**config.mk**
```make
export PLATFORM = sky130hd
export DESIGN_NAME = twi_cmd_front
export DESIGN_NICKNAME = d
export VERILOG_FILES = /design/src/rtl/twi_pkg.sv /design/src/rtl/twi_sync.sv /design/src/rtl/twi_bus_events.sv /design/src/rtl/twi_slave_fsm.sv /design/src/rtl/twi_cmd_front.sv
export SDC_FILE = /design/constraint.sdc
export NUM_CORES = 1
export LEC_CHECK = 0
export BUFFER_PORTS_ARGS = -buffer_cell sky130_fd_sc_hd__buf_2
export CORE_UTILIZATION = 56
export DETAILED_ROUTE_END_ITERATION = 6
export PLACE_DENSITY = 0.77
export REMOVE_ABC_BUFFERS = 1
export SETUP_SLACK_MARGIN = 0.05
export SKIP_LAST_GASP = 1
export SLEW_MARGIN = 20
export SYNTH_ARGS = -nofsm -noshare
export SYNTH_HDL_FRONTEND = slang
export SYNTH_SLANG_ARGS = --single-unit
export TNS_END_PERCENT = 1
```
**constraint.sdc**
```tcl
create_clock -name clk_i -period 2.2 [get_ports clk_i]
set_input_delay 0.55 -clock clk_i [delete_from_list [all_inputs] [get_ports clk_i]]
set_output_delay 0.55 -clock clk_i [all_outputs]
set_load 0.01 [all_outputs]
```
**src/rtl/twi_pkg.sv**
```systemverilog
package twi_pkg;
  typedef enum logic [2:0] {
    PH_IDLE,
    PH_ADDR,
    PH_INST,
    PH_DATA,
    PH_READ,
    PH_STREAM,
    PH_SKIP
  } phase_e;
endpackage

```
**src/rtl/twi_sync.sv**
```systemverilog
module twi_sync #(
  parameter int         STAGES  = 2,
  parameter int         W       = 2,
  parameter logic [W-1:0] RST_VAL = '1
) (
  input  logic         clk_i,
  input  logic         rst_ni,
  input  logic [W-1:0] d_i,
  output logic [W-1:0] q_o
);
  logic [W-1:0] stage_q [STAGES];

  always_ff @(posedge clk_i or negedge rst_ni) begin
    if (!rst_ni) begin
      for (int i = 0; i < STAGES; i++) stage_q[i] <= RST_VAL;
    end else begin
      stage_q[0] <= d_i;
      for (int i = 1; i < STAGES; i++) stage_q[i] <= stage_q[i-1];
    end
  end

  assign q_o = stage_q[STAGES-1];
endmodule

```
**src/rtl/twi_bus_events.sv**
```systemverilog
module twi_bus_events (
  input  logic clk_i,
  input  logic rst_ni,
  input  logic scl_s_i,
  input  logic sda_s_i,
  output logic start_o,
  output logic stop_o,
  output logic scl_rise_o,
  output logic scl_fall_o
);
  logic scl_q, sda_q;

  always_ff @(posedge clk_i or negedge rst_ni) begin
    if (!rst_ni) begin
      scl_q <= 1'b1;
      sda_q <= 1'b1;
    end else begin
      scl_q <= scl_s_i;
      sda_q <= sda_s_i;
    end
  end

  // SDA moving while SCL stays high marks a condition, not data
  assign start_o    = scl_s_i & scl_q & sda_q & ~sda_s_i;
  assign stop_o     = scl_s_i & scl_q & ~sda_q & sda_s_i;
  assign scl_rise_o = scl_s_i & ~scl_q;
  assign scl_fall_o = ~scl_s_i & scl_q;
endmodule

```
**src/rtl/twi_slave_fsm.sv**
```systemverilog
module twi_slave_fsm
  import twi_pkg::*;
#(
  parameter int              ADDR_W   = 4,
  parameter int              BYTE_W   = 8,
  parameter logic [BYTE_W-ADDR_W-1:0] DEV_TYPE = 4'b0101
) (
  input  logic              clk_i,
  input  logic              rst_ni,
  input  logic              start_i,
  input  logic              stop_i,
  input  logic              scl_rise_i,
  input  logic              scl_fall_i,
  input  logic              sda_i,
  input  logic [ADDR_W-1:0] dev_addr_i,
  input  logic              nv_busy_i,
  input  logic              rd_mode_i,
  input  logic              stream_mode_i,
  input  logic [BYTE_W-1:0] rd_data_i,
  output logic              sda_oe_o,
  output logic              inst_vld_o,
  output logic              data_vld_o,
  output logic [BYTE_W-1:0] byte_o,
  output logic              step_vld_o,
  output logic              step_up_o,
  output logic              stop_o
);
  localparam int CNT_W = $clog2(BYTE_W + 1);
  localparam logic [CNT_W-1:0] FULL = CNT_W'(BYTE_W);

  phase_e            phase_q;
  logic [CNT_W-1:0]  cnt_q;
  logic              ack_slot_q;
  logic              sel_q;
  logic [BYTE_W-1:0] shift_q;
  logic [BYTE_W-1:0] tx_q;
  logic              oe_q;
  logic              addr_hit;

  assign addr_hit = (shift_q[BYTE_W-1:ADDR_W] == DEV_TYPE) &&
                    (shift_q[ADDR_W-1:0] == dev_addr_i) && !nv_busy_i;

  always_ff @(posedge clk_i or negedge rst_ni) begin
    if (!rst_ni) begin
      phase_q    <= PH_IDLE;
      cnt_q      <= '0;
      ack_slot_q <= 1'b0;
      sel_q      <= 1'b0;
      shift_q    <= '0;
      tx_q       <= '0;
      oe_q       <= 1'b0;
      inst_vld_o <= 1'b0;
      data_vld_o <= 1'b0;
      byte_o     <= '0;
      step_vld_o <= 1'b0;
      step_up_o  <= 1'b0;
      stop_o     <= 1'b0;
    end else begin
      inst_vld_o <= 1'b0;
      data_vld_o <= 1'b0;
      step_vld_o <= 1'b0;
      stop_o     <= 1'b0;
      if (start_i) begin
        phase_q    <= PH_ADDR;
        cnt_q      <= '0;
        ack_slot_q <= 1'b0;
        sel_q      <= 1'b0;
        oe_q       <= 1'b0;
      end else if (stop_i) begin
        stop_o     <= sel_q;
        phase_q    <= PH_IDLE;
        cnt_q      <= '0;
        ack_slot_q <= 1'b0;
        sel_q      <= 1'b0;
        oe_q       <= 1'b0;
      end else begin
        case (phase_q)
          PH_IDLE, PH_SKIP: ;
          PH_STREAM: begin
            if (scl_rise_i) begin
              step_vld_o <= 1'b1;
              step_up_o  <= sda_i;
            end
          end
          default: begin
            if (scl_rise_i && !ack_slot_q && cnt_q < FULL) begin
              shift_q <= {shift_q[BYTE_W-2:0], sda_i};
              cnt_q   <= cnt_q + 1'b1;
            end
            if (scl_fall_i) begin
              if (ack_slot_q) begin
                // end of ninth clock: release and move on
                ack_slot_q <= 1'b0;
                cnt_q      <= '0;
                oe_q       <= 1'b0;
                case (phase_q)
                  PH_ADDR: phase_q <= PH_INST;
                  PH_INST: begin
                    if (stream_mode_i) phase_q <= PH_STREAM;
                    else if (rd_mode_i) begin
                      phase_q <= PH_READ;
                      tx_q    <= rd_data_i;
                      oe_q    <= ~rd_data_i[BYTE_W-1];
                    end else phase_q <= PH_DATA;
                  end
                  default: phase_q <= PH_SKIP;
                endcase
              end else if (cnt_q == FULL) begin
                ack_slot_q <= 1'b1;
                case (phase_q)
                  PH_ADDR: begin
                    if (addr_hit) begin
                      oe_q  <= 1'b1;
                      sel_q <= 1'b1;
                    end else begin
                      phase_q    <= PH_SKIP;
                      ack_slot_q <= 1'b0;
                    end
                  end
                  PH_INST: begin
                    oe_q       <= 1'b1;
                    inst_vld_o <= 1'b1;
                    byte_o     <= shift_q;
                  end
                  PH_DATA: begin
                    oe_q       <= 1'b1;
                    data_vld_o <= 1'b1;
                    byte_o     <= shift_q;
                  end
                  default: oe_q <= 1'b0;
                endcase
              end else if (phase_q == PH_READ) begin
                tx_q <= {tx_q[BYTE_W-2:0], 1'b0};
                oe_q <= ~tx_q[BYTE_W-2];
              end
            end
          end
        endcase
      end
    end
  end

  assign sda_oe_o = oe_q;
endmodule

```
**src/rtl/twi_cmd_front.sv**
```systemverilog
module twi_cmd_front #(
  parameter int SYNC_STAGES = 2,
  parameter int ADDR_W      = 4,
  parameter int BYTE_W      = 8,
  parameter logic [BYTE_W-ADDR_W-1:0] DEV_TYPE = 4'b0101
) (
  input  logic              clk_i,
  input  logic              rst_ni,
  input  logic              scl_i,
  input  logic              sda_i,
  output logic              sda_oe_o,
  input  logic [ADDR_W-1:0] dev_addr_i,
  input  logic              nv_busy_i,
  input  logic              rd_mode_i,
  input  logic              stream_mode_i,
  input  logic [BYTE_W-1:0] rd_data_i,
  output logic              inst_vld_o,
  output logic              data_vld_o,
  output logic [BYTE_W-1:0] byte_o,
  output logic              step_vld_o,
  output logic              step_up_o,
  output logic              stop_o
);
  logic [1:0] bus_s;
  logic       start_ev, stop_ev, rise_ev, fall_ev;

  twi_sync #(.STAGES(SYNC_STAGES), .W(2), .RST_VAL(2'b11)) u_sync (
    .clk_i (clk_i),
    .rst_ni(rst_ni),
    .d_i   ({scl_i, sda_i}),
    .q_o   (bus_s)
  );

  twi_bus_events u_ev (
    .clk_i     (clk_i),
    .rst_ni    (rst_ni),
    .scl_s_i   (bus_s[1]),
    .sda_s_i   (bus_s[0]),
    .start_o   (start_ev),
    .stop_o    (stop_ev),
    .scl_rise_o(rise_ev),
    .scl_fall_o(fall_ev)
  );

  twi_slave_fsm #(.ADDR_W(ADDR_W), .BYTE_W(BYTE_W), .DEV_TYPE(DEV_TYPE)) u_fsm (
    .clk_i        (clk_i),
    .rst_ni       (rst_ni),
    .start_i      (start_ev),
    .stop_i       (stop_ev),
    .scl_rise_i   (rise_ev),
    .scl_fall_i   (fall_ev),
    .sda_i        (bus_s[0]),
    .dev_addr_i   (dev_addr_i),
    .nv_busy_i    (nv_busy_i),
    .rd_mode_i    (rd_mode_i),
    .stream_mode_i(stream_mode_i),
    .rd_data_i    (rd_data_i),
    .sda_oe_o     (sda_oe_o),
    .inst_vld_o   (inst_vld_o),
    .data_vld_o   (data_vld_o),
    .byte_o       (byte_o),
    .step_vld_o   (step_vld_o),
    .step_up_o    (step_up_o),
    .stop_o       (stop_o)
  );
endmodule

```
Word-level counts from Yosys, hierarchy flattened
Cells that the tools add are included.
- input port bits: 19
- flip-flop bits (word level): 44
- output and inout port bits: 14
- word-level logic and storage cells: 148
- multiplexer cells: 70
- bitwise logic cells: 17
- add/sub/neg operators: 1
- $lt $le $gt $ge: 1
- eq/ne operators: 17
- reduce and logical (&&, ||, !) cells: 25
- operators by type and width (kind ; number):
    $mux 1 ; 46
    $mux 7 ; 6
    $mux 3 ; 10
    $mux 4 ; 6
    $reduce_and 4->1 ; 3
    $reduce_bool 3->1 ; 4
    $not 1->1 ; 10
    $eq 3x3->1 const B ; 3
    $reduce_and 9->1 ; 1
    $reduce_bool 4->1 ; 2
    $and 1x1->1 ; 7
    $reduce_and 7->1 ; 1
    $eq 3x2->1 const B ; 2
    $ne 2x2->1 const B ; 3
    $ne 6x4->1 const B ; 1
    $pmux 3 s2 ; 1
    $reduce_and 6->1 ; 1
    $reduce_and 5->1 ; 1
    $reduce_bool 5->1 ; 1
    $add 4x1->4 const B ; 1
    $eq 4x3->1 const B ; 1
    $eq 4x4->1 ; 1
    $eq 4x4->1 const B ; 1
    $logic_and 1x1->1 ; 4
    13 further kinds ; 14

Logic depth before layout (Yosys ltp)
Gate-level depths: netlist of run 1.
- depth in word-level cells: 11
- mapped depth: 8
- depth with buffers taken out: 7

Cells and area by module
A second synthesis of run 1 with hierarchy kept.
- cell total of the unflattened synthesis: 180
- area total of the unflattened synthesis: 2123.3 µm²
- by module, submodules not included (module ; times used ; cells each ; seq. area each (µm²) ; area an instance (µm²)):
    twi_slave_fsm ; 1 ; 168 ; 950.9 ; 1915.6
    twi_sync ; 1 ; 6 ; 105.1 ; 120.1
    twi_bus_events ; 1 ; 6 ; 52.6 ; 87.6

Worst setup path before layout of run 1
Ideal clock, no wire load.
- path kind: register -> register
- start: register u_fsm.cnt_q[0]
- end: register u_fsm.tx_q[1]
- clock period less this slack: 1831 ps
- slack: 369 ps
- stages on the path, launching flop included: 8
- arrival time: 1706 ps
- setup time: 125 ps
- data required time: 2075 ps
- cells stage by stage: dfrtp_1 -> inv_1 -> ha_1 -> and3b_1 -> buf_2 -> nor4_1 -> o21ai_4 -> mux2_4
- longest elaborated chain between the ends: 3
- RTL lines (element ; RTL line ; RTL):
    start: declaration ; twi_slave_fsm.sv:32 ; logic [CNT_W-1:0] cnt_q;
    start signal: assignment ; twi_slave_fsm.sv:88 ; cnt_q <= cnt_q + 1'b1;
    $eq 4x4->1 ; twi_slave_fsm.sv:108 ; end else if (cnt_q == FULL) begin
    $ne 2x1->1 (no line) ; -- ;
    $reduce_and 9->1 (no line) ; -- ;
    end signal: assignment ; twi_slave_fsm.sv:102 ; tx_q <= rd_data_i;
    end signal: assignment ; twi_slave_fsm.sv:133 ; tx_q <= {tx_q[BYTE_W-2:0], 1'b0};
    end: declaration ; twi_slave_fsm.sv:36 ; logic [BYTE_W-1:0] tx_q;
Every way passes these cells.
A chain may end at the register's enable or synchronous reset.

Final worst setup path of run 1
- start: register u_fsm.cnt_q[0]
- end: register u_fsm.byte_o[6]
- longest elaborated chain between the ends: 2
- RTL lines (element ; RTL line ; RTL):
    $eq 4x4->1 ; twi_slave_fsm.sv:108 ;
    $reduce_and 7->1 (no line) ; -- ;
    end signal: assignment ; twi_slave_fsm.sv:123 ; byte_o <= shift_q;
    end signal: assignment ; twi_slave_fsm.sv:128 ; byte_o <= shift_q;
    end: declaration ; twi_slave_fsm.sv:23 ; output logic [BYTE_W-1:0] byte_o,
Every way passes these cells.

==> flow_summary.toml, run 1 <==
[outcome]
status = "completed"

[detailed_routing]
top_layer_used = "met4"
antenna_left = 0
met1_length_mm = 1.72
dr_wl_met2_mm = 2.09
via_per_inst = 5.57
wl_mm = 4.08
drc = 0
drt-initial-drc-count = 77
via_count = 1448
wire_per_inst_um = 15.7
wl_met3_um = 168
dr.pass1.iters = 4

[power]
p_int_mw = 1.16
swShare_pct = 24.2
clkPwrFrac_pct = 34.0
p_leak_nw = 1.25
p_switching_mw = 0.370
cellPowerDensity_mw_per_mm2 = 618
seq_power_share_pct = 57.0
combPwrFrac_pct = 8.9
ir_worst_vdd_v = 0.000546

[global_route]
grt_overflow = 0
antenna_found_initial = 0
grt_pass1_vias = 1487
grt_pass1_wl_mm = 6.93
grt_max_degree = 45
track_usage_pct = 22.6

[clock_tree]
insertion_delay_ns = 0.30
cts.clk_slew.worst_paths_ns = 0.08
h-tree-depth = 2
root_buffer = "clkbuf_8"
cts_buffers = 5
cts.sinks = 44
cts_tree = "done"
ctsResizeCount = 0
cts_max_path_buffers = 2

[worst_setup_path]
crit_type = "reg2reg"
reg2reg_from = "u_fsm.cnt_q[0]"
worst_path_max_delay_cell = "dfrtp_1"
arrival_ns = 2.29
cp_slowest_stage_delay_ns = 0.40
cp-start-kind = "register"
crit_chain = "inv_1 -> ha_1 -> and3b_1 -> o2111ai_4 -> nor3_4 -> mux2_2"
r2r_slack_ns = 0.1
crit_required_ns = 2.39
crit_path_end_kind = "register"
worst_r2r_endpoint = "u_fsm.byte_o[6]"
critPathMaxFanout = 8
ff2ff_path_depth = 6

[place]
portBuffers = 32
place_inst = 252
dp_hpwl_mm = 3.02
place_congestion = 0.917
dpl-instance-area_sq_mm = 0.00238

[synth]
ys_warn_count = 0
ys.flop_type = "dfrtp_1"
seq_area_frac_synth_pct = 51.0
ys_ff_latch = 44
async_flop_share_pct = 100
synth_cell_types = 51
synth_edf_count = 0
syn_avg_cell_area_sq_um = 12.4
synthCells = 175
netlist_area_sq_mm = 0.00217

[die]
coreArea_sq_mm = 0.00369
dieArea_sq_mm = 0.00414
die_y_um = 64.3
io_pins = 33
initial_core_util_pct = 59.0
rows = 22
die_width_um = 64.3

[final_layout]
final_nets = 232
layoutNonFillerInstCount = 260
synthToLayoutAreaGrowth_pct = 13.9
stdcell_area_sq_mm = 0.00248
layout_commonest_cell = "dfrtp_1"
final_cell_mix = "dfrtp_1 (38), buf_2 (32), mux2_2 (22), nor2_1 (14), nand2_1 (8)"
layout-drive-gt1-share_pct = 42.0
fillers = 286
num_antenna_cells = 0
final_core_utilization_pct = 67.1

[run]
max_cap_viol_count = 0

[hold_path]
hold_path.class = "in2async"

[sta]
hold_viol = 0
rsz0062_at_grt = "true"
slew_headroom_pct = 63.8
worstMarginPinSlew_ns = 0.538
fmax_mhz = 475
period_share_pct = 95.6
fin_skew_ns = 0.00455
fin_crit_ns = 2.10
setup-violations-final = 0
maxSlewViolCount = 0
## sequential cells by signal, indices dropped and copies added (netlist names), 2 cells and up
signal	cells
u_fsm.shift_q	8
u_fsm.byte_o	8
u_fsm.cnt_q	4
u_sync.q_o	2
u_fsm.tx_q	7
u_sync.stage_q	2
u_fsm.phase_q	3
## cells in the mapped netlist (4+ instances only)
library cell / count / area share, %
o21ai_0: 4 / 0.92
nor4_1: 5 / 1.4
a21oi_1: 6 / 1.4
buf_2: 4 / 0.92
nand2_1: 8 / 1.4
dfrtp_1: 38 / 44
nor2_1: 14 / 2.4
mux2_2: 22 / 11
nand3_1: 4 / 0.92
dfstp_2: 6 / 7.2
mux2_4: 6 / 4.1
inv_1: 5 / 0.86
xor2_1: 5 / 2.0
## metrics by stage
stage	hold slack, ns	TNS [ns]	worst slack, ns	power (mW)
floorplan	0.254	0	0.331	0.959
global route	0.330	-0.0244	-0.0188	1.59
global placement	0.346	0	0.222	1.01
CTS	0.333	0	0.0753	1.54
detailed placement	0.347	0	0.0882	1.03
finish	0.313	0	0.0965	1.53
## power groups by stage
stage | clock [mW] | combinational, mW | sequential [mW]
after detailed placement | 0 | 0.137 | 0.889
after global routing | 0.565 | 0.152 | 0.877
after global placement | 0 | 0.127 | 0.886
after CTS | 0.534 | 0.138 | 0.873
final | 0.521 | 0.136 | 0.872
after floorplan | 0 | 0.0758 | 0.883
## worst max-delay path: cells and delay by family, from the launching register on
kind            cells  cell delay (ns)
compound gates      1             0.22
fa+ha+maj           1             0.15
buf+inv             1             0.10
flops               1             0.40
mux                 1             0.39
simple gates        2             0.72
## repair_timing
action | CTS | global route
setup buffers | 0 | 0
endpoints found under the hold margin | 0 | 0
setup endpoints to repair | 0 | 9
hold buffers | 0 | 0
## final cells by class
type / count / area (sq um) / share of cell area, %
tap: 48 / 60.1 / 2.43
clock inverter: 1 / 7.51 / 0.303
timing repair buffer: 37 / 198 / 7.98
clock buffer: 7 / 86.3 / 3.49
inverter: 5 / 18.8 / 0.758
multi-input combinational: 118 / 997 / 40.3
sequential: 44 / 1110 / 44.8
## layer usage
layer / vias up / GRT usage [%]
met1: 695 / 27.5
met4: 0 / 11.9
met3: 12 / 5.71
met5: - / 0
li1: 696 / -
met2: 45 / 36.6
## cells by family after synthesis
kind of cell / synth area share, %
compound gates: 9.32
simple gates: 14.8
flops: 51.0
mux: 17.4
buf+inv: 3.16
xor+xnor: 3.16
fa+ha+maj: 1.15
## how the worst max path moves through the flow
stage	from	end	slack, ns	cells after the start
global placement	u_fsm.cnt_q[0]	u_fsm.byte_o[0]	0.22	6
CTS	u_fsm.cnt_q[0]	u_fsm.byte_o[6]	0.08	6
finish	u_fsm.cnt_q[0]	u_fsm.byte_o[6]	0.1	6
floorplan	u_fsm.ack_slot_q	u_fsm.tx_q[1]	0.33	4
global route	u_fsm.cnt_q[0]	u_fsm.phase_q[2]	-0.02	7
detailed placement	u_fsm.cnt_q[0]	u_fsm.byte_o[6]	0.09	6
Note: power is estimated with default switching activity, not from simulation.
==> run 2: changes to the inputs <==
--- a/config.mk
+++ b/config.mk
@@ -9,6 +9,7 @@
 export CORE_UTILIZATION = 56
 export DETAILED_ROUTE_END_ITERATION = 6
 export PLACE_DENSITY = 0.77
+export RECOVER_POWER = 50
 export REMOVE_ABC_BUFFERS = 1
 export SETUP_SLACK_MARGIN = 0.05
 export SKIP_LAST_GASP = 1
==> flow_summary.toml, run 2 (synthesized netlist as in run 1, its figures left out) <==
[global_route]
grt_max_degree = 45
grt_pass1_vias = 1487
antenna_found_initial = 0
grt_overflow = 0
track_usage_pct = 22.6
grt_pass1_wl_mm = 6.93

[die]
die_y_um = 64.3
dieArea_sq_mm = 0.00414
rows = 22
die_width_um = 64.3
coreArea_sq_mm = 0.00369
initial_core_util_pct = 59.0
io_pins = 33

[power]
combPwrFrac_pct = 8.9
swShare_pct = 24.2
ir_worst_vdd_v = 0.000545
p_int_mw = 1.16
p_leak_nw = 1.25
seq_power_share_pct = 57.1
clkPwrFrac_pct = 34.1
cellPowerDensity_mw_per_mm2 = 617
p_switching_mw = 0.369

[sta]
maxSlewViolCount = 0
setup_tns_ns = 0
worstMarginPinSlew_ns = 1.05
fin_crit_ns = 2.10
rsz0062_at_grt = "true"
setup-violations-final = 0
slew_headroom_pct = 29.8
hold_viol = 0
period_share_pct = 95.6
whs_ns = 0.346
fin_skew_ns = 0.00459
fmax_mhz = 475

[detailed_routing]
via_per_inst = 5.57
antenna_left = 0
drc = 0
wire_per_inst_um = 15.6
via_count = 1447
dr.pass1.iters = 4
drt-initial-drc-count = 77
wl_mm = 4.07

[final_layout]
fillers = 287
final_core_utilization_pct = 67.1
reg.largest.list = "u_fsm.byte_o x8, u_fsm.shift_q x8, u_fsm.tx_q x7"
layout-drive-gt1-share_pct = 41.0
synthToLayoutAreaGrowth_pct = 13.8
final_cell_mix = "dfrtp_1 (38), buf_2 (32), mux2_2 (22), nor2_1 (14), nand2_1 (8)"
layoutNonFillerInstCount = 260
layout_commonest_cell = "dfrtp_1"
num_antenna_cells = 0
final_nets = 232

[clock_tree]
cts_buffers = 5
post_cts_buffers = 0
insertion_delay_ns = 0.30
cts.clk_slew.worst_paths_ns = 0.08
ctsResizeCount = 0
h-tree-depth = 2
ctsHoldBuffers = 0
root_buffer = "clkbuf_8"
cts_max_path_buffers = 2
cts.sinks = 44
cts_tree = "done"

[run]
max_cap_viol_count = 0

[place]
portBuffers = 32
dp_hpwl_mm = 3.02
place_congestion = 0.917
place_inst = 252

[worst_setup_path]
reg2reg_from = "u_fsm.cnt_q[0]"
critPathMaxFanout = 8
crit_type = "reg2reg"
crit_start = "u_fsm.cnt_q[0]"
crit_required_ns = 2.38
cp-start-kind = "register"
arrival_ns = 2.29
crit_path_end_kind = "register"

[hold_path]
min_from = "scl_i"
hold_path.class = "in2reg"

[outcome]
status = "completed"
## run 2: cell type report
type | count | area, sq um | area share, %
sequential | 44 | 1110 | 44.8
multi-input combinational | 118 | 997 | 40.3
timing repair buffer | 37 | 195 | 7.89
clock buffer | 7 | 86.3 | 3.49
tap | 48 | 60.1 | 2.43
inverter | 5 | 18.8 | 0.759
clock inverter | 1 | 7.51 | 0.303
## run 2: final timing paths
| kind | end | slack (ns) | depth (start not counted) |
|---|---|---|---|
| min in group asynchronous | u_fsm.tx_q[3] | 0.51 | 2 |
| max | u_fsm.byte_o[6] | 0.1 | 6 |
| max reg2reg | u_fsm.byte_o[6] | 0.1 | 6 |
| min | u_sync.stage_q[3] | 0.35 | 1 |
| min reg2reg | u_sync.q_o[1] | 0.36 | 0 |
| max in group asynchronous | u_fsm.byte_o[0] | 1.04 | 2 |
## run 2: worst max-delay path, cell delays in order, from the launching register on
cell and delay, ns:
dfrtp_1 0.40, inv_1 0.10, ha_1 0.15, and3b_1 0.33, o2111ai_4 0.22, nor3_4 0.39, mux2_2 0.39
## run 2: per-stage QoR
stage | setup slack (ns) | cell area, sq um | power, mW
2_1_floorplan | 0.331 | 2120 | 0.959
3_3_place_gp | 0.222 | 2380 | 1.01
3_5_place_dp | 0.0882 | 2380 | 1.03
4_1_cts | 0.0753 | 2480 | 1.54
5_1_grt | -0.0188 | 2470 | 1.59
6_report | 0.0966 | 2470 | 1.53
## run 2: routing by layer
layer  track usage, %  part of all wire (%)  up-vias
met5                0                     0        -
met4             11.9                   2.5        0
met3             5.71                   4.0       12
met2             36.6                    51       41
met1             27.5                    42      698
li1                 -                     -      696
## run 2: power by group through the flow
stage	registers, mW	logic (mW)	clock network, mW
floorplan	0.883	0.0758	0
global placement	0.886	0.127	0
detailed placement	0.889	0.137	0
CTS	0.873	0.138	0.534
global route	0.876	0.152	0.565
finish	0.872	0.136	0.520
==> run 3: changes to the inputs <==
--- a/config.mk
+++ b/config.mk
@@ -10,7 +10,6 @@
 export DETAILED_ROUTE_END_ITERATION = 6
 export PLACE_DENSITY = 0.77
 export RECOVER_POWER = 50
-export REMOVE_ABC_BUFFERS = 1
 export SETUP_SLACK_MARGIN = 0.05
 export SKIP_LAST_GASP = 1
 export SLEW_MARGIN = 20
==> flow_summary.toml, run 3 (synthesized netlist as in run 1, its figures left out) <==
[sta]
period_share_pct = 93.6
fmax_mhz = 486
fin_skew_ns = 0.00321
fin_crit_ns = 2.06
slew_headroom_pct = 29.5
setup-violations-final = 0
hold_viol = 0
maxSlewViolCount = 0
worstMarginPinSlew_ns = 1.06
setup_tns_ns = 0
whs_ns = 0.348
rsz0062_at_grt = "false"

[clock_tree]
cts.clk_slew.worst_paths_ns = 0.08
cts_tree = "done"
cts_max_path_buffers = 2
cts.sinks = 44
cts_buffers = 5
ctsResizeCount = 0
h-tree-depth = 2
insertion_delay_ns = 0.29
post_cts_buffers = 0
ctsHoldBuffers = 0
root_buffer = "clkbuf_8"

[worst_setup_path]
crit_start = "u_fsm.cnt_q[0]"
crit_type = "reg2reg"
crit_path_end_kind = "register"
arrival_ns = 2.24
reg2reg_from = "u_fsm.cnt_q[0]"
critPathMaxFanout = 7
cp-start-kind = "register"
crit_required_ns = 2.38

[die]
rows = 22
initial_core_util_pct = 59.0
coreArea_sq_mm = 0.00369
die_width_um = 64.3
dieArea_sq_mm = 0.00414
io_pins = 33
die_y_um = 64.3

[final_layout]
final_nets = 235
fillers = 292
synthToLayoutAreaGrowth_pct = 15.6
multiInputGateArea_sq_um = 997
layout_commonest_cell = "dfrtp_1"
seq_area_sq_mm = 0.00111
layout-drive-gt1-share_pct = 42.3
num_antenna_cells = 0
reg.largest.list = "u_fsm.byte_o x8, u_fsm.shift_q x8, u_fsm.tx_q x7"
final_cell_mix = "dfrtp_1 (38), buf_2 (32), mux2_2 (22), nor2_1 (14), nand2_1 (8)"

[global_route]
use_met2_pct = 34.5
track_usage_pct = 21.8
grt.busiest_layer = "met2"
grt_pass1_vias = 1511
grt_overflow = 0
grt_pass1_wl_mm = 6.84
grtUsageMet1_pct = 28.7
antenna_found_initial = 0
use_met3_pct = 5.36
grt_max_degree = 45

[place]
place_congestion = 0.911
portBuffers = 32
dp_hpwl_mm = 2.92

[detailed_routing]
antenna_left = 0
dr.pass1.iters = 4
drc = 0
via_per_inst = 5.70
drt-initial-drc-count = 93
wl_mm = 3.95
wire_per_inst_um = 15.0
via_count = 1499

[hold_path]
hold_path.class = "in2reg"
min_from = "sda_i"

[run]
max_cap_viol_count = 0

[power]
ir_worst_vdd_v = 0.000480
cellPowerDensity_mw_per_mm2 = 640
p_leak_nw = 1.28

[synth]
synthesis.nets = 196

[outcome]
status = "completed"
run 3: changes by cell type in the layout (fill, tap and decap cells not counted):
cell,previous run,this run
clkbuf_1,1,0
bufinv_16,0,1
clkinv_2,0,1
buf_4,4,7
clkbuf_8,6,5
run 3: final cells by class:
cell class                      count  area share, %
Clock buffer                        5           2.74
Clock inverter                      3           1.69
Inverter                            5          0.747
Multi-Input combinational cell    118           39.7
Sequential cell                    44           44.1
Tap cell                           48           2.39
Timing Repair Buffer               40           8.66
run 3: report_power, final:
part / total (mW) / switching [mW] / internal, mW / leakage (nW)
clock: 0.605 / 0.269 / 0.336 / 0.0541
sequential: 0.871 / 0.0297 / 0.842 / 0.586
combinational: 0.134 / 0.0736 / 0.0602 / 0.642
run 3: critical path: stages (launching register included):
cell and delay, ns:
dfrtp_1 0.41, inv_1 0.10, ha_1 0.15, and3b_1 0.33, o2111ai_4 0.23, nor3_4 0.23
buf_4 0.17, mux2_2 0.33
run 3: final timing paths:
kind,endpoint,slack (ns),cells past startpoint
max,u_fsm.byte_o[5],0.14,7
min,u_sync.stage_q[2],0.35,1
max reg2reg,u_fsm.byte_o[5],0.14,7
min reg2reg,u_sync.q_o[0],0.36,0
max in group asynchronous,u_fsm.byte_o[2],1.04,2
min in group asynchronous,u_fsm.tx_q[3],0.52,2
run 3: per-stage QoR:
| step | worst slack (ns) | area [sq um] | cells | util (%) | total power, mW |
|---|---|---|---|---|---|
| after global routing | 0.0475 | 2510 | 263 | 68.1 | 1.68 |
| after global placement | 0.222 | 2390 | 253 | 64.8 | 1.01 |
| after detailed placement | 0.124 | 2390 | 253 | 64.8 | 1.02 |
| after CTS | 0.102 | 2500 | 261 | 67.8 | 1.63 |
| final | 0.141 | 2510 | 263 | 68.1 | 1.61 |
| after floorplan | 0.369 | 2170 | 175 | - | 0.961 |
run 3: metal layers:
metal	share of wire [%]	wire (um)
met1	44	1740
met2	49	1930
met3	5.2	206
met4	2.0	80
met5	0	0
